**src/rtl/ct_pkg.sv**
```systemverilog
package ct_pkg;

    localparam int CT_CNT_W = 8;
    localparam int CT_NIB_W = CT_CNT_W / 2;
    localparam int CT_TAP_N = 4;

    typedef enum logic [1:0] {
        CT_ADDR_LO   = 2'd0,
        CT_ADDR_HI   = 2'd1,
        CT_ADDR_IRQ  = 2'd2,
        CT_ADDR_NONE = 2'd3
    } ct_addr_e;

    typedef struct packed {
        logic rd_lo;
        logic rd_hi;
        logic wr_irq;
    } ct_bus_dec_t;

    // counter bit whose falling edge drives interrupt tap i
    function automatic int tap_pos(input int i);
        case (i)
            0:       return 2;
            1:       return 4;
            2:       return 6;
            default: return 7;
        endcase
    endfunction

    function automatic ct_bus_dec_t bus_decode(input logic [1:0] addr,
                                               input logic rd,
                                               input logic wr);
        ct_bus_dec_t d;
        d.rd_lo  = rd && (ct_addr_e'(addr) == CT_ADDR_LO);
        d.rd_hi  = rd && (ct_addr_e'(addr) == CT_ADDR_HI);
        d.wr_irq = wr && (ct_addr_e'(addr) == CT_ADDR_IRQ);
        return d;
    endfunction

endpackage

```
**src/rtl/ct_prescaler.sv**
```systemverilog
module ct_prescaler #(
    parameter int DIV = 128
) (
    input  logic clk,
    input  logic rst,
    input  logic restart,
    input  logic enable,
    output logic tick
);
    localparam int PH_W = (DIV > 1) ? $clog2(DIV) : 1;
    localparam logic [PH_W-1:0] PH_LAST = PH_W'(DIV - 1);

    logic [PH_W-1:0] phase_q;

    assign tick = enable && (phase_q == PH_LAST);

    always_ff @(posedge clk) begin
        if (rst || restart) begin
            phase_q <= '0;
        end else if (enable) begin
            phase_q <= tick ? '0 : phase_q + 1'b1;
        end
    end
endmodule

```
**src/rtl/ct_counter.sv**
```systemverilog
module ct_counter
    import ct_pkg::*;
(
    input  logic                clk,
    input  logic                rst,
    input  logic                clr,
    input  logic                advance,
    input  logic                cap_hi,
    output logic [CT_CNT_W-1:0] count,
    output logic [CT_NIB_W-1:0] hold,
    output logic [CT_TAP_N-1:0] fall
);
    logic [CT_CNT_W-1:0] count_q;
    logic [CT_NIB_W-1:0] hold_q;
    logic [CT_CNT_W-1:0] count_nxt;
    logic                step;

    assign step      = advance && !clr;
    assign count_nxt = count_q + 1'b1;

    for (genvar i = 0; i < CT_TAP_N; i++) begin : g_tap
        localparam int P = tap_pos(i);
        assign fall[i] = step && count_q[P] && !count_nxt[P];
    end

    always_ff @(posedge clk) begin
        if (rst || clr) begin
            count_q <= '0;
        end else if (step) begin
            count_q <= count_nxt;
        end
    end

    always_ff @(posedge clk) begin
        if (rst || clr) begin
            hold_q <= '0;
        end else if (cap_hi) begin
            hold_q <= count_q[CT_CNT_W-1:CT_NIB_W];
        end
    end

    assign count = count_q;
    assign hold  = hold_q;
endmodule

```
**src/rtl/ct_irq.sv**
```systemverilog
module ct_irq
    import ct_pkg::*;
(
    input  logic                clk,
    input  logic                rst,
    input  logic [CT_TAP_N-1:0] fall,
    input  logic                clr_en,
    input  logic [CT_TAP_N-1:0] clr_mask,
    output logic [CT_TAP_N-1:0] pulse,
    output logic [CT_TAP_N-1:0] flag
);
    logic [CT_TAP_N-1:0] pulse_q;
    logic [CT_TAP_N-1:0] flag_q;
    logic [CT_TAP_N-1:0] kill;

    assign kill = clr_en ? clr_mask : '0;

    always_ff @(posedge clk) begin
        if (rst) begin
            pulse_q <= '0;
            flag_q  <= '0;
        end else begin
            pulse_q <= fall;
            flag_q  <= (flag_q & ~kill) | fall;
        end
    end

    assign pulse = pulse_q;
    assign flag  = flag_q;
endmodule

```
**src/rtl/ct_clock_timer.sv**
```systemverilog
module ct_clock_timer
    import ct_pkg::*;
#(
    parameter int PRESCALE_DIV = 128
) (
    input  logic       clk,
    input  logic       rst,
    input  logic       clk_en,
    input  logic       run,
    input  logic       cnt_clr,
    input  logic [1:0] bus_addr,
    input  logic       bus_rd,
    input  logic       bus_wr,
    input  logic [3:0] bus_wdata,
    output logic [3:0] bus_rdata,
    output logic [3:0] irq_pulse,
    output logic [3:0] irq_flag
);
    ct_bus_dec_t         dec;
    logic                tick;
    logic [CT_CNT_W-1:0] cnt_q;
    logic [CT_NIB_W-1:0] hold_q;
    logic [CT_TAP_N-1:0] tap_fall;

    assign dec = bus_decode(bus_addr, bus_rd, bus_wr);

    ct_prescaler #(.DIV(PRESCALE_DIV)) u_pre (
        .clk     (clk),
        .rst     (rst),
        .restart (cnt_clr),
        .enable  (clk_en),
        .tick    (tick)
    );

    ct_counter u_cnt (
        .clk     (clk),
        .rst     (rst),
        .clr     (cnt_clr),
        .advance (tick && run),
        .cap_hi  (dec.rd_lo),
        .count   (cnt_q),
        .hold    (hold_q),
        .fall    (tap_fall)
    );

    ct_irq u_irq (
        .clk      (clk),
        .rst      (rst),
        .fall     (tap_fall),
        .clr_en   (dec.wr_irq),
        .clr_mask (bus_wdata),
        .pulse    (irq_pulse),
        .flag     (irq_flag)
    );

    always_comb begin
        bus_rdata = '0;
        if (dec.rd_lo) begin
            bus_rdata = cnt_q[CT_NIB_W-1:0];
        end else if (dec.rd_hi) begin
            bus_rdata = hold_q;
        end
    end
endmodule

```
**config.mk**
```make
export PLATFORM = sky130hd
export DESIGN_NAME = ct_clock_timer
export DESIGN_NICKNAME = d
export VERILOG_FILES = /design/src/rtl/ct_pkg.sv /design/src/rtl/ct_prescaler.sv /design/src/rtl/ct_counter.sv /design/src/rtl/ct_irq.sv /design/src/rtl/ct_clock_timer.sv
export SDC_FILE = /design/constraint.sdc
export NUM_CORES = 1
export LEC_CHECK = 0
export CORE_UTILIZATION = 53
export DETAILED_ROUTE_END_ITERATION = 12
export PLACE_DENSITY_LB_ADDON = 0.15
export SLEW_MARGIN = 15
export SYNTH_ARGS = -nofsm -noshare
export SYNTH_HDL_FRONTEND = slang
export SYNTH_SLANG_ARGS = --single-unit
```
**constraint.sdc**
```tcl
create_clock -name clk -period 2.77 [get_ports clk]
set_input_delay 0.4155 -clock clk [delete_from_list [all_inputs] [get_ports clk]]
set_output_delay 0.4155 -clock clk [all_outputs]
set_load 0.1 [all_outputs]
```
[Yosys cells after proc, flatten, opt, wreduce, memory -nomap -nowiden]
Index checks and enable logic that the tools add are counted.
Widths: inputs -> output; s select.
Storage, ports and cells
  bits in registers: 27
  bits of input ports: 13
  output and inout port bits: 12
  word-level logic and storage cells: 38
Operators by class
  add/subtract/negate cells: 2
  equality and inequality tests: 3
  muxes and demuxes: 4
  bitwise gates (word level): 3
  reductions and logical operators: 21
Operator list (count)
  $logic_and 1x1->1: 14
  $mux 4: 3
  $add 8x1->8 const B: 1
  $add 7x1->7 const B: 1
  $eq 7x7->1 const B: 1
  $mux 7: 1
  $logic_not 1->1: 5
  $and 4x4->4: 1
  $not 4->4: 1
  $or 4x4->4: 1
  $eq 2x1->1 const B: 1
  $eq 2x2->1 const B: 1
  $logic_not 2->1: 1
  $logic_or 1x1->1: 1

[Depth between registers and ports, before layout]
  depth in word-level cells: 7
  depth in mapped cells: 6
  gate-level depth less buffers: 5

[Cells and area by module]
A second synthesis with hierarchy kept.
Second synthesis, totals
  cell total of the unflattened synthesis: 133
  area, all modules: 1197.4 um^2
By module, submodules not included
  ct_counter: instances 1, cells each 59, area each 529.3 um^2, seq. area each 240.2 um^2
  ct_prescaler: instances 1, cells each 36, area each 324.1 um^2, seq. area each 140.1 um^2
  ct_irq: instances 1, cells each 25, area each 251.5 um^2, seq. area each 160.2 um^2
  ct_clock_timer: instances 1, cells each 13, area each 92.6 um^2, seq. area each 0.0 um^2

[Least setup slack after synthesis]
No wires, ideal clock.
  path kind: in2out
  start: input bus_addr[0]
  end: output bus_rdata[0]
  data arrival time: 2092 ps
  data required time: 2355 ps
  path slack: 262 ps
  stages: 3
  buffers on the path: 1
  cell sequence: clkbuf_1 mux2i_1 nor2_1
On the way
  word-level cells in the longest chain between the ends: 4
Ends and longest elaborated chain
  from (decl): RTL line ct_clock_timer.sv:11  | input logic [1:0] bus_addr,
  $eq 2x1->1: RTL line ct_pkg.sv:35  | d.rd_hi = rd && (ct_addr_e'(addr) == CT_ADDR_HI);
  $logic_and 1x1->1: RTL line ct_pkg.sv:35
  $mux 4: RTL line ct_clock_timer.sv:60  | end else if (dec.rd_hi) begin
  $mux 4 *: RTL line ct_clock_timer.sv:58  | if (dec.rd_lo) begin
  to (decl): RTL line ct_clock_timer.sv:15  | output logic [3:0] bus_rdata,
Every way passes the cells marked *; elsewhere a longest branch is shown, timed or not.

[Final worst setup path]
  start: input bus_addr[0]
  end: output bus_rdata[1]
Same word-level chain as after synthesis.

==> metrics.md <==
| Metric | Value |
|---|---|
| Die footprint | around 2500 µm² |
| Syn Nets | around 160 |
| Clk buf depth | 2 |
| CTS tree | built |
| Crit path max-delay family | buffers and inverters |
| Initial core utilization | 55.7% |
| Worst stage delay on the critical path | between 700 and 800 ps |
| Cell Rows | 17 |
| Setup_tns | 0 ps |
| Routed wl met3 | slightly below 70 µm |
| Metal1 wirelength | about 1200 µm |
| Async S/R FF share, synth | 0% |
| Via count | 1024 |
| Final antenna-violating net count | 0 |
| Vias in the first global route | roughly 950 |
| FF+latch count, synth | 27 |
| CTS Buf Count | 3 |
| Antenna fix cells | 0 |
| Endpoints failing setup | 0 |
| Cell Area, Synth | around 1200 µm² |
| Cells after DPL | 188 |
| Design Area, Final | 1510 µm² |
| Slew @ Worst Pin | approximately 480 ps |
| Nets | 180 |
| Fmax | 475 MHz |
| I/O Buffers | 24 |
| Finished Layout Cells | 192 |
| Worst Skew | approximately 9.5 ps |
| Die W | 50.0 µm |
| Most common cell after layout, fill and taps aside | dfxtp_1 |
| First-pass GRT wire length | between 4000 and 5000 µm |
| Post-cts gate resize count | 0 |
| Unrepaired setup endpoints after global routing | false |
| Post-synth top area share | ~44% |
| Sequential cell area fraction in the yosys report | around 44% |
| Initial antenna violation count | 0 |
| Met2 Wirelength | 1020 µm |
| Final worst hold slack | around 490 ps |
| Drt wl/cell | approximately 12 µm |
| Core ar. | 2190 µm² |
| Yosys warns | 0 |
| Critical Path RT | ~2400 ps |
| Reg clk slew, reported paths | ~150 ps |
| Ranking of synthesized cells by area | dfxtp_1 (44%), nor2_1 (6.5%), a21oi_1 (4.9%) |
| Final hold vios | 0 |
| Distinct cells, synth | 32 |
| Area grow syn2layout | 24.0% |
| Syn Inst Count | ~140 |
| Share of cells above drive strength 1 | a little over an eighth |
| Max Cap Viol | 0 |
| Min-Delay Path Class | flop to flop |
| Top Metal Used | met4 |
| WL final | 2260 µm |
| Pwr/cell area | a little under 400 nW/µm² |
| First drt pass iteration count | 4 |
| Avg Synthesized Cell Area | between 8 and 9 µm² |
| EDFF count, synth | 0 |
| Total gr overflow | 0 |
| Post-CTS setup buffers | 0 |
| DP HPWL | around 1700 µm |
| Area leader, netlist | dfxtp_1 |
| DR DRC count | 0 |
| Worst skew pair latency | between 300 and 400 ps |
| Clock sink count | 27 |
| Crit Path Max Fanout | 10 |
| CP Class | input pin to output pin |
| Worst Setup End Kind | output pin |
| Max-slew headroom | approximately two thirds |
| Ys flop type | dfxtp_1 |
| Crit-path cells | clkdlybuf4s50_1, mux2i_1, nor2_1, buf_12 |
| Crit path DAT | between 1500 and 2000 ps |
| Vias per cell | 5.33 |
| Commonest non-fill, non-tap cells in the layout | dfxtp_1 (27), nor2_1 (21), nand2_1 (14) |
| CP bufs+invs | 2 |
| Post-CTS Hold Fix Bufs | 0 |
| Slowest cell on the critical path | clkdlybuf4s50_1 |
| H-tree depth | 1 |
| Gr usage total | 20.5% |
| Peak VDD IR | ~0.25 mV |
| Placer Congestion | a little under 0.7 |
| Detailed Route Iter0 Violations | 16 |
| Area after DPL | 1490 µm² |
| CTS Root Cell | clkbuf_4 |
| Leak | roughly 0.00056 µW |
| Period minus WS final | 2100 ps |
| Tcrit/Tclk final | about three quarters |
| Largest net degree at the start of global routing | 19 |
| Status | finished clean |
| Pins Over Slew Limit | 0 |
| Critical Path Source Type | input pin |
| Die height | 50.0 µm |
| # IOs | 25 |
[registers in the layout, summed over array words and instances (netlist names)]
name and count:
u_cnt.hold 4, u_pre.phase_q 7, u_irq.flag 4, u_cnt.count 8, u_irq.pulse 4
[final cells by class]
type                            instances  area, µm²
Clock buffer                            3       22.5
Timing Repair Buffer                   24        260
Inverter                                6       22.5
Clock inverter                          1       5.00
Fill cell                             183        678
Tap cell                               28       35.0
Multi-Input combinational cell        103        627
Sequential cell                        27        541
[routing by layer]
metal | up-vias | track usage, %
met4 | 0 | 6.19
met2 | 20 | 34.2
met3 | 2 | 3.09
li1 | 530 | -
met5 | - | 0
met1 | 472 | 27.1
[stage by stage]
step           util [%]  setup WS [ps]  total power [µW]
5_1_grt            69.0            552               618
3_3_place_gp       67.8            707               437
3_5_place_dp       67.8            625               439
6_report           69.0            665               596
4_1_cts            69.0            693               599
2_1_floorplan         -            262               417
[where the power goes]
part / leakage (µW) / internal (µW) / switching, µW
registers: 0.000218 / 389 / 0.795
clock network: 0.0000177 / 53.8 / 112
logic: 0.000328 / 21.3 / 19.0
total: 0.000564 / 465 / 131
[path summary, 6_finish.rpt]
check,from,end,slack [ps],cells after the start
max reg2reg,u_pre.phase_q[0],u_irq.flag[3],1070,5
min,u_cnt.hold[0],u_cnt.hold[0],490,2
max,bus_addr[0],bus_rdata[1],670,4
min reg2reg,u_cnt.hold[0],u_cnt.hold[0],490,2
[cells in the mapped netlist, types with 2 or more instances]
cell type	n
inv_1	6
nand3_1	3
nand3b_1	3
a31o_1	2
nand4_1	3
nor3_1	3
or3_1	2
nor2_1	21
xor2_1	3
o21ai_0	8
nand2b_1	3
nand2_1	14
mux2i_1	6
nor4_1	2
a21oi_1	12
clkbuf_1	5
dfxtp_1	27
ha_1	2
xnor2_1	4
[cell families (layout without fill, tap and decap cells)]
logic type | count (synthesis) | in the layout | share of synthesized area, %
AOI/OAI and AO/OA | 24 | 24 | 10.8
and+or+nand+nor | 64 | 64 | 28.6
muxes | 6 | 6 | 4.92
xor gates and xnor gates | 7 | 7 | 5.03
adders and majority gates | 2 | 2 | 2.05
DFF | 27 | 27 | 44.3
buffers and inverters | 12 | 34 | 4.31
[worst min-delay path, cell delays in order (launching register included)]
cell,delay [ps]
dfxtp_1,340
o21ai_0,60
a21oi_1,60
No activity file was read; power rests on OpenSTA's default activity.
